<file path="src/rtl/trimdac_pkg.sv">
`timescale 1ns/1ps
package trimdac_pkg;
   typedef enum logic [2:0] {
      ST_IDLE,
      ST_SHIFT,
      ST_LSETUP,
      ST_LHIGH,
      ST_GAP,
      ST_PRESET
   } seq_state_e;
endpackage

</file>
<file path="src/rtl/trimdac_halfdiv.sv">
`timescale 1ns/1ps
// Half-period tick generator: pulses tick once every HALF_DIV cycles while run is high.
module trimdac_halfdiv #(
   parameter int HALF_DIV = 4
) (
   input  logic clk,
   input  logic rst,
   input  logic run,
   output logic tick
);
   localparam int CW = (HALF_DIV > 1) ? $clog2(HALF_DIV) : 1;
   localparam bit POW2 = ((1 << CW) == HALF_DIV);

   logic [CW-1:0] cnt;

   generate
      if (POW2) begin : g_wrap
         // Power-of-two divide: the counter wraps by itself
         always_ff @(posedge clk) begin
            if (rst || !run) cnt <= '0;
            else             cnt <= cnt + 1'b1;
         end
         assign tick = run && (&cnt);
      end else begin : g_cmp
         always_ff @(posedge clk) begin
            if (rst || !run)                      cnt <= '0;
            else if (cnt == CW'(HALF_DIV - 1))    cnt <= '0;
            else                                  cnt <= cnt + 1'b1;
         end
         assign tick = run && (cnt == CW'(HALF_DIV - 1));
      end
   endgenerate
endmodule

</file>
<file path="src/rtl/trimdac_seq.sv">
`timescale 1ns/1ps
// Frame sequencer: handshake, shifting, strobe and preset ordering.
module trimdac_seq import trimdac_pkg::*; #(
   parameter int ADDR_W     = 4,
   parameter int CODE_W     = 8,
   parameter int N_CHAN     = 8,
   parameter int FIRST_ADDR = 1,
   parameter int IDX_W      = 3
) (
   input  logic              clk,
   input  logic              rst,
   input  logic              req_valid,
   input  logic [ADDR_W-1:0] req_chan,
   input  logic [CODE_W-1:0] req_code,
   input  logic              clr_req,
   input  logic              tick,
   output logic              run,
   output logic              req_ready,
   output logic              req_err,
   output logic              sclk,
   output logic              sdata,
   output logic              load,
   output logic              clr_n,
   output logic              commit,
   output logic [IDX_W-1:0]  commit_idx,
   output logic [CODE_W-1:0] commit_code,
   output logic              wipe
);
   localparam int FRAME_W = ADDR_W + CODE_W;
   localparam int BIT_CW  = $clog2(FRAME_W);
   localparam int LAST_A  = FIRST_ADDR + N_CHAN;

   seq_state_e          state;
   logic [FRAME_W-1:0]  sreg;
   logic [BIT_CW-1:0]   bitcnt;
   logic                clr_pend;
   logic                legal;

   assign legal = ({1'b0, req_chan} >= (ADDR_W+1)'(FIRST_ADDR)) &&
                  ({1'b0, req_chan} <  (ADDR_W+1)'(LAST_A));

   assign run       = (state != ST_IDLE);
   assign req_ready = (state == ST_IDLE) && !clr_pend;
   assign sdata     = sreg[FRAME_W-1];

   always_ff @(posedge clk) begin
      if (rst) begin
         state       <= ST_IDLE;
         sreg        <= '0;
         bitcnt      <= '0;
         sclk        <= 1'b0;
         load        <= 1'b0;
         clr_n       <= 1'b1;
         clr_pend    <= 1'b0;
         req_err     <= 1'b0;
         commit      <= 1'b0;
         wipe        <= 1'b0;
         commit_idx  <= '0;
         commit_code <= '0;
      end else begin
         req_err <= 1'b0;
         commit  <= 1'b0;
         wipe    <= 1'b0;
         case (state)
            ST_IDLE: begin
               if (clr_pend) begin
                  clr_pend <= 1'b0;
                  clr_n    <= 1'b0;
                  state    <= ST_PRESET;
               end else if (req_valid) begin
                  if (legal) begin
                     sreg        <= {req_chan, req_code};
                     commit_idx  <= IDX_W'(req_chan - ADDR_W'(FIRST_ADDR));
                     commit_code <= req_code;
                     bitcnt      <= '0;
                     state       <= ST_SHIFT;
                  end else begin
                     req_err <= 1'b1;
                  end
               end
            end
            ST_SHIFT: begin
               if (tick) begin
                  if (!sclk) begin
                     sclk <= 1'b1;
                  end else begin
                     sclk <= 1'b0;
                     if (bitcnt == BIT_CW'(FRAME_W - 1)) begin
                        state <= ST_LSETUP;
                     end else begin
                        bitcnt <= bitcnt + 1'b1;
                        sreg   <= {sreg[FRAME_W-2:0], 1'b0};
                     end
                  end
               end
            end
            ST_LSETUP: begin
               if (tick) begin
                  load  <= 1'b1;
                  state <= ST_LHIGH;
               end
            end
            ST_LHIGH: begin
               if (tick) begin
                  load   <= 1'b0;
                  commit <= 1'b1;
                  state  <= ST_GAP;
               end
            end
            ST_GAP: begin
               if (tick) state <= ST_IDLE;
            end
            ST_PRESET: begin
               if (tick) begin
                  clr_n <= 1'b1;
                  wipe  <= 1'b1;
                  state <= ST_GAP;
               end
            end
            default: state <= ST_IDLE;
         endcase
         if (clr_req) clr_pend <= 1'b1;
      end
   end
endmodule

</file>
<file path="src/rtl/trimdac_shadow.sv">
`timescale 1ns/1ps
// Shadow copy of the channel codes with indexed readback.
module trimdac_shadow #(
   parameter int N_CHAN = 8,
   parameter int CODE_W = 8,
   parameter int IDX_W  = 3
) (
   input  logic              clk,
   input  logic              rst,
   input  logic              wr_en,
   input  logic [IDX_W-1:0]  wr_idx,
   input  logic [CODE_W-1:0] wr_code,
   input  logic              wipe,
   input  logic [IDX_W-1:0]  rd_idx,
   output logic [CODE_W-1:0] rd_code
);
   logic [CODE_W-1:0] bank [N_CHAN];

   generate
      for (genvar g = 0; g < N_CHAN; g++) begin : g_chan
         always_ff @(posedge clk) begin
            if (rst || wipe)
               bank[g] <= '0;
            else if (wr_en && (wr_idx == IDX_W'(g)))
               bank[g] <= wr_code;
         end
      end
   endgenerate

   always_comb begin
      rd_code = '0;
      for (int i = 0; i < N_CHAN; i++)
         if (rd_idx == IDX_W'(i)) rd_code = bank[i];
   end
endmodule

</file>
<file path="src/rtl/trimdac_wr_ctrl.sv">
`timescale 1ns/1ps
module trimdac_wr_ctrl #(
   parameter int ADDR_W     = 4,
   parameter int CODE_W     = 8,
   parameter int N_CHAN     = 8,
   parameter int FIRST_ADDR = 1,
   parameter int HALF_DIV   = 4,
   parameter int IDX_W      = $clog2(N_CHAN)
) (
   input  logic              clk,
   input  logic              rst,
   input  logic              req_valid,
   output logic              req_ready,
   input  logic [ADDR_W-1:0] req_chan,
   input  logic [CODE_W-1:0] req_code,
   output logic              req_err,
   input  logic              clr_req,
   input  logic [IDX_W-1:0]  rd_sel,
   output logic [CODE_W-1:0] rd_code,
   output logic              dac_sclk,
   output logic              dac_sdata,
   output logic              dac_load,
   output logic              dac_clr_n
);
   generate
      if (HALF_DIV < 2) begin : g_bad_div
         $error("HALF_DIV must be at least 2");
      end
      if (FIRST_ADDR < 1 || FIRST_ADDR + N_CHAN > (1 << ADDR_W)) begin : g_bad_map
         $error("channel range does not fit the address field");
      end
      if ((1 << IDX_W) < N_CHAN) begin : g_bad_idx
         $error("IDX_W too narrow for N_CHAN");
      end
   endgenerate

   logic              run, tick, commit, wipe;
   logic [IDX_W-1:0]  commit_idx;
   logic [CODE_W-1:0] commit_code;

   trimdac_halfdiv #(.HALF_DIV(HALF_DIV)) div_i (
      .clk (clk),
      .rst (rst),
      .run (run),
      .tick(tick)
   );

   trimdac_seq #(
      .ADDR_W(ADDR_W), .CODE_W(CODE_W), .N_CHAN(N_CHAN),
      .FIRST_ADDR(FIRST_ADDR), .IDX_W(IDX_W)
   ) seq_i (
      .clk        (clk),
      .rst        (rst),
      .req_valid  (req_valid),
      .req_chan   (req_chan),
      .req_code   (req_code),
      .clr_req    (clr_req),
      .tick       (tick),
      .run        (run),
      .req_ready  (req_ready),
      .req_err    (req_err),
      .sclk       (dac_sclk),
      .sdata      (dac_sdata),
      .load       (dac_load),
      .clr_n      (dac_clr_n),
      .commit     (commit),
      .commit_idx (commit_idx),
      .commit_code(commit_code),
      .wipe       (wipe)
   );

   trimdac_shadow #(.N_CHAN(N_CHAN), .CODE_W(CODE_W), .IDX_W(IDX_W)) shadow_i (
      .clk    (clk),
      .rst    (rst),
      .wr_en  (commit),
      .wr_idx (commit_idx),
      .wr_code(commit_code),
      .wipe   (wipe),
      .rd_idx (rd_sel),
      .rd_code(rd_code)
   );
endmodule

</file>
<file path="config.mk">
export PLATFORM = sky130hd
export DESIGN_NAME = trimdac_wr_ctrl
export DESIGN_NICKNAME = d
export VERILOG_FILES = /design/src/rtl/trimdac_pkg.sv /design/src/rtl/trimdac_halfdiv.sv /design/src/rtl/trimdac_seq.sv /design/src/rtl/trimdac_shadow.sv /design/src/rtl/trimdac_wr_ctrl.sv
export SDC_FILE = /design/constraint.sdc
export NUM_CORES = 1
export LEC_CHECK = 0
export ABC_AREA = 1
export BUFFER_PORTS_ARGS = -buffer_cell sky130_fd_sc_hd__buf_4
export CORE_UTILIZATION = 50
export CTS_CLUSTER_SIZE = 14
export DETAILED_ROUTE_END_ITERATION = 16
export PLACE_DENSITY_LB_ADDON = 0.05
export SYNTH_ARGS = -nofsm -noshare
export SYNTH_HDL_FRONTEND = slang
export SYNTH_SLANG_ARGS = --single-unit
</file>
<file path="constraint.sdc">
create_clock -name clk -period 1.3 [get_ports clk]
set_input_delay 0.065 -clock clk [delete_from_list [all_inputs] [get_ports clk]]
set_output_delay 0.065 -clock clk [all_outputs]
set_load 0.1 [all_outputs]
</file>
==> results of run 1 <==
==> cell families (layout without fill, tap and decap cells) <==
logic type,count (synthesis),after routing,synth area share
AND/OR/NAND/NOR,316,317,0.297
flip-flops,103,103,0.585
buffers and inverters,54,172,0.0485
AO/OA/AOI/OAI,49,49,0.0536
adder cells (fa/ha/maj),4,4,0.0108
XOR/XNOR,3,3,0.00569
==> registers in the layout (all words and copies together) (netlist names) <==
signal and flops:
seq_i.sclk 1, seq_i.state 3, seq_i.clr_n 1, seq_i.commit 1, seq_i.req_err 1, seq_i.commit_idx 3
seq_i.bitcnt 4, seq_i.clr_pend 1, div_i.cnt 2, seq_i.sreg 12, shadow_i.bank 64, seq_i.commit_code 8
seq_i.load 1, seq_i.wipe 1
==> synthesized netlist by cell type <==
master | count | area (um2)
nand2_1 | 118 | 443
nand2_2 | 2 | 12.5
nor2_2 | 3 | 18.8
nand2_4 | 3 | 33.8
nor4_1 | 1 | 6.26
nor2_4 | 3 | 33.8
nand4_1 | 26 | 163
edfxtp_1 | 64 | 1920
nand3_1 | 30 | 150
clkinv_1 | 8 | 30.0
and3_1 | 1 | 6.26
o21ai_0 | 21 | 105
clkbuf_1 | 6 | 22.5
nor3_1 | 7 | 35.0
nand3b_1 | 1 | 7.51
xnor2_1 | 2 | 17.5
inv_1 | 31 | 116
nand3_2 | 1 | 10.0
buf_6 | 2 | 22.5
nor2_1 | 120 | 450
o211ai_1 | 1 | 7.51
o21ai_1 | 6 | 30.0
dfxtp_1 | 39 | 781
xor2_1 | 1 | 8.76
inv_2 | 2 | 7.51
ha_1 | 4 | 50.1
a21oi_1 | 21 | 105
buf_2 | 5 | 25.0
==> worst min path at each step <==
stage	cells after the start	endpoint	startpoint	slack (ns)
detailed placement	3	seq_i.clr_pend$_SDFFE_PP0P_	clr_req	0.28
finish	3	seq_i.commit_idx[2]$_SDFFE_PP0P_	rst	0.09
global placement	3	seq_i.clr_pend$_SDFFE_PP0P_	clr_req	0.27
global route	3	seq_i.state[0]$_SDFFE_PP0P_	rst	0.09
CTS	3	seq_i.commit_code[5]$_SDFFE_PP0P_	req_code[5]	0.01
floorplan	1	seq_i.commit$_SDFF_PP0_	rst	0.14
==> worst reg2reg max path: cells and delay by family, from the launching register on <==
family | cells | cell delay [ns]
buffers and inverters | 3 | 0.40
and+or+nand+nor | 8 | 0.69
DFF | 1 | 0.40
==> timing repair <==
| action | 4_1_cts | 5_1_grt |
|---|---|---|
| gates resized for setup | 90 | 90 |
| hold buffers | 7 | 2 |
| endpoints found under the hold margin | 7 | 2 |
| cloned | 2 | 4 |
| endpoints found under the setup margin | 103 | 137 |
| buffers inserted | 12 | 7 |
| pin swaps | 43 | 32 |
==> per-stage QoR <==
step / power [mW] / std cells / util / instance area, um2
floorplan: 6.53 / 529 / - / 4720
detailed placement: 7.65 / 711 / 0.618 / 5470
global placement: 7.60 / 711 / 0.618 / 5470
finish: 11.7 / 756 / 0.746 / 6600
CTS: 10.8 / 747 / 0.699 / 6180
global route: 12.2 / 756 / 0.746 / 6600
==> area by class of cell <==
class                   count  area [um2]  area share
well taps                 108         135      0.0205
clock inverters             7        47.5     0.00721
multi-input cells         373        2250       0.341
inverters                  41         170      0.0258
clock buffers               9         124      0.0188
flip-flops and latches    103        2730       0.414
repair buffers            115        1140       0.173
==> power breakdown <==
part           internal [mW]  switching (mW)  total (mW)  leakage (nW)
Clock                  0.700            1.13        1.83        0.0836
Combinational           2.40            3.29        5.69          1.48
Sequential              3.86           0.303        4.16         0.986
==> routing by layer <==
layer	vias up	track usage	share of wire
li1	1992	-	-
met1	1962	0.313	0.40
met2	127	0.466	0.53
met3	27	0.0351	0.044
met4	0	0.0815	0.027
met5	-	0	0
==> reports/results.ini, run 1 <==
[synthesis]
ys_seq_area_frac = 0.585
syn_inst = 529
syn_area_um2 = 4620
avgSynthCellArea_um2 = 8.73
syn_nets = 552
yosysWarningCount = 0
synth_seq_cells = 103
synth.distinct_cells = 28

[clocking]
cts_sinks = 103
htreeDepth = 3
cts_tree = built
clk_pin_slew_ns = 0.10
ctsLongestPathBuffers = 2
clkLatencyLatePin_ns = 0.36
cts_made_buffers = 9
clockRootBuffer = clkbuf_8

[worst_setup_path]
worstSetupEndpointType = primary output
worst_r2r_startpoint = seq_i.state[0]$_SDFFE_PP0P_
reg2reg_to = seq_i.sreg[1]$_SDFFE_PP0P_
cp.arrival_ns = 1.49
critPathTopFamily = buffers and inverters
cp-endpoint = req_ready
path_buf_inv = 4
cp-startpoint = seq_i.state[0]$_SDFFE_PP0P_
worst_path_most_repeated_cell = nand2_4
cp_slowest_stage_delay_ns = 0.38
ff2ff_path_depth = 11
worst-r2r-setup-slack_ns = -0.25
crit_fanout = 5
cp_slowest_cell = dfxtp_4
crit_cells = 7
required_ns = 1.24
crit_path_cell_trace = nor2_4, nand2_4, inv_4, nand2_4, buf_6, clkinvlp_4, buf_12
crit_type = reg2out
critPathLaunchType = register

[place]
dp_hpwl_um = 7580
port_buffers = 32
dp_slack_ns = -0.240
finalWeightedCongestion = 0.812

[layout]
num-fill-cells = 610
final_common_cell = nor2_1
final_layout_size_suffix_gt1_frac = 0.380
num_antenna_cells = 0
layout.nets = 666
area_delta_synth_final_pct = 42.8
mostFrequentLayoutCells = nor2_1, nand2_1, buf_4, edfxtp_1, dfxtp_1

[timing]
hold_viol_final = 0
max_slew_margin = 0.635
fmax_ghz = 0.641
setup-tns-final_ns = -7.34
drv_slew = 0
period_minus_slack_ns = 1.56
rsz0062_at_grt = yes
hold_ws_ns = 0.0910
worst_pin_slew_ns = 0.544
fin_crit_sh = 1.20
fin_ws_ns = -0.259
setup_viol = 39
finClkSkew_ns = 0.00943

[global_route]
grt_pass1_wl_um = 19100
grt_pass1_vias = 3989
gr-total-overflow = 0
track_usage = 0.256
grt_max_degree = 24
antenna_found_initial = 0

[status]
status = finished with violations
violations = setup timing

[floorplanning]
ios = 33
die_w_um = 98.1
start_util = 0.522
coreArea_um2 = 8850
die_area_um2 = 9630
core.rowCount = 34
fp.dieH_um = 98.1

[routing]
drtPass1Iterations = 6
route.detailed.drc = 0
routedWlPerCell_um = 16.8
drt_iter0_markers = 162
final_antenna_net_count = 0
num_vias = 4108
wl_um = 12700
drt-vias-per-instance = 5.43

[power_and_ir_drop]
vdd_drop_max_mv = 2.06
p_leak_nw = 2.55
power_density_nw_per_um2 = 1770

[run]
cap_viol_max_count = 0

[worst_hold_path]
min_path_type = in2reg

Power figures use the tool's default switching activity.
==> run 2: changes to the inputs <==
CORE_ASPECT_RATIO = 1.4   (was not set)
==> run 2 against run 1 <==
  * The flow still finishes with violations (setup timing)
  * Combinational power shrank 1%
  * Global-route usage up 1.8 points
  * Count of clock-buffer cells in the layout unchanged
  * Maximum frequency fell by 0.93%
  * Critical path type unchanged
  * Critical endpoint is now rd_code[4]
  * Largest cell class unchanged
==> reports/results.ini, run 2 (synthesized netlist as in run 1, its figures left out) <==
[layout]
final_common_cell = nor2_1
largest_reg_flops = 64
final_layout_size_suffix_gt1_frac = 0.378
layout.nets = 667
top_regs = shadow_i.bank: 64 flops, seq_i.sreg: 12 flops, seq_i.commit_code: 8 flops
largest_register = shadow_i.bank
mostFrequentLayoutCells = nor2_1, nand2_1, buf_4, edfxtp_1
num_antenna_cells = 0
area_delta_synth_final_pct = 45.6

[floorplanning]
die_w_um = 83.2
core.rowCount = 41
start_util = 0.515
fp.dieH_um = 116
ios = 33
die_area_um2 = 9640
coreArea_um2 = 8980

[global_route]
antenna_found_initial = 0
grt_pass1_vias = 4103
track_usage = 0.273
gr-total-overflow = 0
grt_pass1_wl_um = 20000
grt_max_degree = 24

[worst_setup_path]
reg2reg_to = seq_i.sreg[6]$_SDFFE_PP0P_
critPathLaunchType = register
worstSetupEndpointType = primary output
crit_fanout = 1
ff2ff_path_depth = 11
required_ns = 1.24
cp.arrival_ns = 1.51
worst_r2r_startpoint = seq_i.state[1]$_SDFFE_PP0P_
worst-r2r-setup-slack_ns = -0.18
crit_type = reg2out

[clocking]
clockRootBuffer = clkbuf_16
cts_tree = built
cts_sinks = 103
ctsLongestPathBuffers = 2
cts_made_buffers = 9
htreeDepth = 3
clkLatencyLatePin_ns = 0.35
clk_pin_slew_ns = 0.07

[routing]
drtPass1Iterations = 5
drt_iter0_markers = 235
num_vias = 4102
final_antenna_net_count = 0
routedWlPerCell_um = 17.1
route.detailed.drc = 0
drt-vias-per-instance = 5.43
wl_um = 12900

[timing]
rsz0062_at_grt = yes
setup-tns-final_ns = -5.88
finClkSkew_ns = 0.00695
hold_viol_final = 0
drv_slew = 0
fmax_ghz = 0.635
setup_viol = 39
worst_pin_slew_ns = 0.457
fin_ws_ns = -0.274
max_slew_margin = 0.693
fin_crit_sh = 1.21
hold_ws_ns = 0.0333
period_minus_slack_ns = 1.57

[status]
status = finished with violations
violations = setup timing

[place]
port_buffers = 32
finalWeightedCongestion = 0.912
dp_slack_ns = -0.217
dp_hpwl_um = 8210

[worst_hold_path]
hp-start = req_code[0]
whs_path_depth = 3
min_to = seq_i.sreg[0]$_SDFFE_PP0P_
min_path_type = in2reg

[run]
cap_viol_max_count = 0

[power_and_ir_drop]
p_leak_nw = 2.62
vdd_drop_max_mv = 2.50
total_power_mw = 12.5
power_density_nw_per_um2 = 1860

==> run 2: stage by stage <==
step,area (um2),utilization,std cells
finish,6730,0.749,756
global route,6730,0.749,756
CTS,6560,0.731,756
detailed placement,5580,0.622,717
global placement,5580,0.622,717
floorplan,4720,-,529
==> run 2: worst max-delay path, stage by stage (launching register included) <==
cell and delay, ns:
edfxtp_1 0.38, nand3_2 0.09, nand4_1 0.12, nor2_2 0.17, nand4_1 0.18, buf_12 0.21
==> run 2: report_power, final <==
group          internal, mW  switching, mW
Clock                  1.52           1.23
Combinational          2.48           3.15
Sequential             3.86          0.277
Total                  7.86           4.66
==> run 2: how the worst max path moves through the flow <==
stage | slack [ns] | from | cells past startpoint | end
finish | -0.27 | shadow_i.bank[0][4]$_SDFFCE_PN0P_ | 5 | rd_code[4]
floorplan | -0.32 | seq_i.state[2]$_SDFFE_PP0P_ | 9 | seq_i.state[0]$_SDFFE_PP0P_
global route | -0.34 | shadow_i.bank[0][4]$_SDFFCE_PN0P_ | 5 | rd_code[4]
global placement | -0.14 | req_chan[1] | 11 | seq_i.sreg[4]$_SDFFE_PP0P_
detailed placement | -0.22 | req_chan[1] | 11 | seq_i.sreg[1]$_SDFFE_PP0P_
CTS | -0.25 | shadow_i.bank[0][29]$_SDFFCE_PN0P_ | 5 | rd_code[5]
==> run 2: timing repair <==
| action | in CTS | in global routing |
|---|---|---|
| endpoints found under the hold margin | 8 | 0 |
| buffers inserted | 10 | 3 |
| gates resized for setup | 112 | 54 |
| setup endpoints to repair | 63 | 139 |
| cloned | 5 | 0 |
| pin swaps | 41 | 26 |
| hold buffers | 8 | 0 |
==> run 2: layout make-up <==
type                       instances  area (um2)
fill                             621        2250
inverter                          41         168
multi-input combinational        372        2160
timing repair buffer             117        1230
clock buffer                       9         225
sequential                       103        2730
tap                              107         134
clock inverter                     7        78.8
==> run 2: layer usage <==
| layer | wire (um) | global-route usage | up-vias | part of all wire |
|---|---|---|---|---|
| li1 | - | - | 1997 | - |
| met1 | 4700 | 0.277 | 1950 | 0.36 |
| met4 | 622 | 0.161 | 0 | 0.048 |
| met5 | 0 | 0 | - | 0 |
| met3 | 393 | 0.0406 | 37 | 0.030 |
| met2 | 7200 | 0.531 | 118 | 0.56 |
